--- src/rtl/banked_intc.sv ---
module banked_intc #(
  parameter int NBANK = 2,
  parameter int AW    = 8
) (
  input  logic                clk,
  input  logic                rst_n,
  input  logic [32*NBANK-1:0] src_lvl,
  input  logic                bus_we,
  input  logic [AW-1:0]       bus_addr,
  input  logic [31:0]         bus_wdata,
  output logic [31:0]         bus_rdata,
  output logic                req_norm,
  output logic                req_fast,
  output logic                req_ep
);
  localparam int NSRC = 32 * NBANK;
  localparam int BW   = AW - 4;

  logic [NSRC-1:0] m_norm, m_fast, m_ep;

  wire [BW-1:0] bsel = bus_addr[AW-1:4];
  wire [1:0]    rsel = bus_addr[3:2];
  wire          hit  = int'(bsel) < NBANK;

  for (genvar b = 0; b < NBANK; b++) begin : g_bank
    wire wsel = bus_we && hit && (int'(bsel) == b);
    always_ff @(posedge clk or negedge rst_n) begin
      if (!rst_n) begin
        m_norm[32*b +: 32] <= '0;
        m_fast[32*b +: 32] <= '0;
        m_ep[32*b +: 32]   <= '0;
      end else if (wsel) begin
        case (rsel)
          2'd1: m_norm[32*b +: 32] <= bus_wdata;
          2'd2: m_fast[32*b +: 32] <= bus_wdata;
          2'd3: m_ep[32*b +: 32]   <= bus_wdata;
          default: ;
        endcase
      end
    end
  end

  always_comb begin
    bus_rdata = '0;
    for (int b = 0; b < NBANK; b++) begin
      if (hit && int'(bsel) == b) begin
        case (rsel)
          2'd0: bus_rdata = src_lvl[32*b +: 32];
          2'd1: bus_rdata = m_norm[32*b +: 32];
          2'd2: bus_rdata = m_fast[32*b +: 32];
          default: bus_rdata = m_ep[32*b +: 32];
        endcase
      end
    end
  end

  always_ff @(posedge clk or negedge rst_n) begin
    if (!rst_n) begin
      req_norm <= 1'b0;
      req_fast <= 1'b0;
      req_ep   <= 1'b0;
    end else begin
      req_norm <= |(src_lvl & m_norm);
      req_fast <= |(src_lvl & m_fast);
      req_ep   <= |(src_lvl & m_ep);
    end
  end
endmodule

--- config.mk ---
export PLATFORM = sky130hd
export DESIGN_NAME = banked_intc
export DESIGN_NICKNAME = d
export VERILOG_FILES = /design/src/rtl/banked_intc.sv
export SDC_FILE = /design/constraint.sdc
export NUM_CORES = 1
export LEC_CHECK = 0
export ABC_AREA = 0
export BUFFER_PORTS_ARGS = -buffer_cell sky130_fd_sc_hd__buf_4
export CAP_MARGIN = 25
export CORE_ASPECT_RATIO = 0.75
export CORE_MARGIN = 5
export CORE_UTILIZATION = 60
export CTS_CLUSTER_SIZE = 14
export DETAILED_ROUTE_END_ITERATION = 10
export PLACE_DENSITY = 0.86
export RECOVER_POWER = 25
export SETUP_SLACK_MARGIN = 0.2
export SLEW_MARGIN = 10
export SYNTH_ARGS = -nofsm -noshare
export SYNTH_HDL_FRONTEND = slang
export SYNTH_SLANG_ARGS = --single-unit
--- constraint.sdc ---
create_clock -name clk -period 2.4 [get_ports clk]
set_input_delay 0 -clock clk [delete_from_list [all_inputs] [get_ports clk]]
set_output_delay 0 -clock clk [all_outputs]
set_load 0.03 [all_outputs]
==> flow_summary.ini <==
[run_status]
status = finished clean

[clock_tree]
clock_path_buffers = 2
postCtsSetupRepairBufs = 0
cts_num_sinks = 195
cts_tree = done
cts_buffers = 17
clk_latency_ns = 0.44
h-tree-depth = 4
cts_root_buf = clkbuf_16
clkTransAtPathRegs_ns = 0.07

[place]
numPortBuffers = 139
dp.cells = 978
dpl.hpwl_um = 24400
place_ws_ns = 0.519
gp_congestion = 0.989
placed_area_mm2 = 0.0114

[critical_path]
cp.required_ns = 2.70
cp_max_fo = 3
critical_path_buf_inv_count = 1
endpoint_kind = register
critPathSlowestCell = dlygate4sd3_1
crit_type = reg -> reg
max_stage_delay_ns = 0.58
path_cells = a22o_1, a221oi_1, dlygate4sd3_1, nand4_1, or4_1
critPathLaunchType = register
cp.arrival_ns = 2.45
cp_top_family = simple AND/OR/NAND/NOR gates

[final_layout]
area_growth_pct = 26.0
fillers = 923
nNetsFinal = 960
final_cells = 1081
final_util_pct = 76.3
diodes = 0
final_common_cell = dfrtp_1
mostFrequentLayoutCells = 194 x dfrtp_1, 177 x mux2_2, 145 x buf_4
drive_above_1_share_pct = 50.8
final_area_mm2 = 0.0127

[drt]
dr.first_iter.drc_count = 1390
first_pass_iters = 8
wirelength_um = 35600
vias_per_cell = 7.56
via_count = 8168
drtAntennaViolNets = 0
drc = 0
wl_per_cell_um = 32.9

[sta]
skew_ns = 0.00891
max_freq_ghz = 0.466
hold_viol = 0
worst_slack_ns = 0.254
worstMarginPinSlew_ns = 1.14
fin_crit_sh_pct = 89.4
drv_slew = 0
worst_slew_margin_rel_pct = 24.1
rsz0062_at_grt = true
hold_ws_ns = 0.0107
setup_violations = 0
period_minus_slack_ns = 2.15
tns_ns = 0

[global_route]
grt_max_degree = 79
antenna_found_initial = 0
overflow = 0
grt_pass1_wl_um = 54000
grt_pass1_vias = 8259
grtUsageTotal_pct = 37.3

[floorplanning]
start_util_pct = 60.5
io-pin-count = 142
fp.dieW_um = 160
die_h_um = 122
die_area_mm2 = 0.0195
num_rows = 41
core_area_mm2 = 0.0167

[logic_synthesis]
netlist_area_mm2 = 0.0101
synth_cell_type_count = 23
synth_nets = 755
avgSynthCellArea_um2 = 15.6
yosys_warnings = 0
synth_top_cell_by_area = dfrtp_1
synth-seq-area-share_pct = 48.4
synth_cells = 648
synth_top_cell_area_share_pct = 48.4
ys_ff_latch = 195
ys_top_cells_by_area = dfrtp_1 48%, mux2_2 20%, mux4_2 14%

[pwr]
p_seq_share_pct = 46.4
total_leakage_power_nw = 5.71
p_total_mw = 9.02
swShare_pct = 29.1
clkPwrFrac_pct = 33.5
p_switching_mw = 2.62
intPower_mw = 6.40
vdd_ir_drop_max_uv = 505
p_comb_share_pct = 20.1
power_density_mw_per_mm2 = 710

[worst_hold_path]
worstHoldPathType = in -> reg

[run]
drv_cap = 0
[state kept, by name (all words and copies together), names as in the netlist]
register / cells
req_norm: 1
m_norm: 64
req_ep: 1
m_ep: 64
req_fast: 1
m_fast: 64
[area by class of cell]
class	count	area [um^2]	share of cell area (%)
clock buffer	17	425	3.35
clock inverter	15	195	1.54
multi-input combinational	413	4970	39.1
sequential	195	4880	38.4
tap	215	269	2.12
timing repair buffer	226	1980	15.6
[worst min-delay path: stages]
cell and delay, ns:
buf_4 0.11, a221oi_1 0.11, nand4_1 0.09, or4_1 0.09
[power groups by stage]
stage,Combinational (mW),Clock (mW),Sequential [mW]
finish,1.82,3.02,4.19
global route,1.91,3.16,4.22
CTS,1.78,3.03,4.15
detailed placement,1.64,0,4.21
global placement,1.59,0,4.16
floorplan,1.03,0,4.00
[cell families (layout without fill, tap and decap cells)]
group	after synthesis	after routing	share of synthesized area (%)
mux	256	256	35.7
flops	195	195	48.4
compound gates	128	128	11.1
buf+inv	40	258	2.74
simple gates	29	29	2.07
[layer usage]
layer  up-vias  routed length (um)  global-route usage (%)
met3       173                5420                    12.8
met5         -                   0                       0
met2       789               15800                    55.8
met1      4116               12600                    50.9
li1       3090                   -                       -
met4         0                1790                    15.1
[timing repair]
action                                  in CTS  in global routing
endpoints found under the hold margin      269                  0
endpoints found under the setup margin       0                  3
hold buffers                                73                  0
resized for setup                            0                  2
[synthesized netlist by cell type]
library cell / n
a22o_1: 80
nand2_2: 1
nor2_2: 4
nor3_4: 2
nand3b_1: 1
nor4_1: 1
nor3_2: 1
nand3_1: 1
nand2_1: 1
a221oi_1: 48
dfrtp_1: 195
and2_1: 1
buf_1: 2
mux4_2: 64
buf_4: 12
mux2_1: 15
nand4_1: 12
or4_1: 3
nand2b_2: 1
buf_6: 10
mux2_2: 177
buf_2: 5
clkbuf_1: 11
[worst paths after layout]
path,from,end,slack [ns],cells past startpoint
max,m_fast[54]$_DFFE_PN0P_,req_fast$_DFF_PN0_,0.25,5
max reg2reg,m_fast[54]$_DFFE_PN0P_,req_fast$_DFF_PN0_,0.25,5
min reg2reg,m_ep[4]$_DFFE_PN0P_,m_ep[4]$_DFFE_PN0P_,0.54,1
min in group asynchronous,rst_n,m_fast[21]$_DFFE_PN0P_,0.16,2
min,src_lvl[28],req_ep$_DFF_PN0_,0.01,4
max in group asynchronous,rst_n,m_ep[7]$_DFFE_PN0P_,0.70,3
Note: power is estimated with default switching activity, not from simulation.
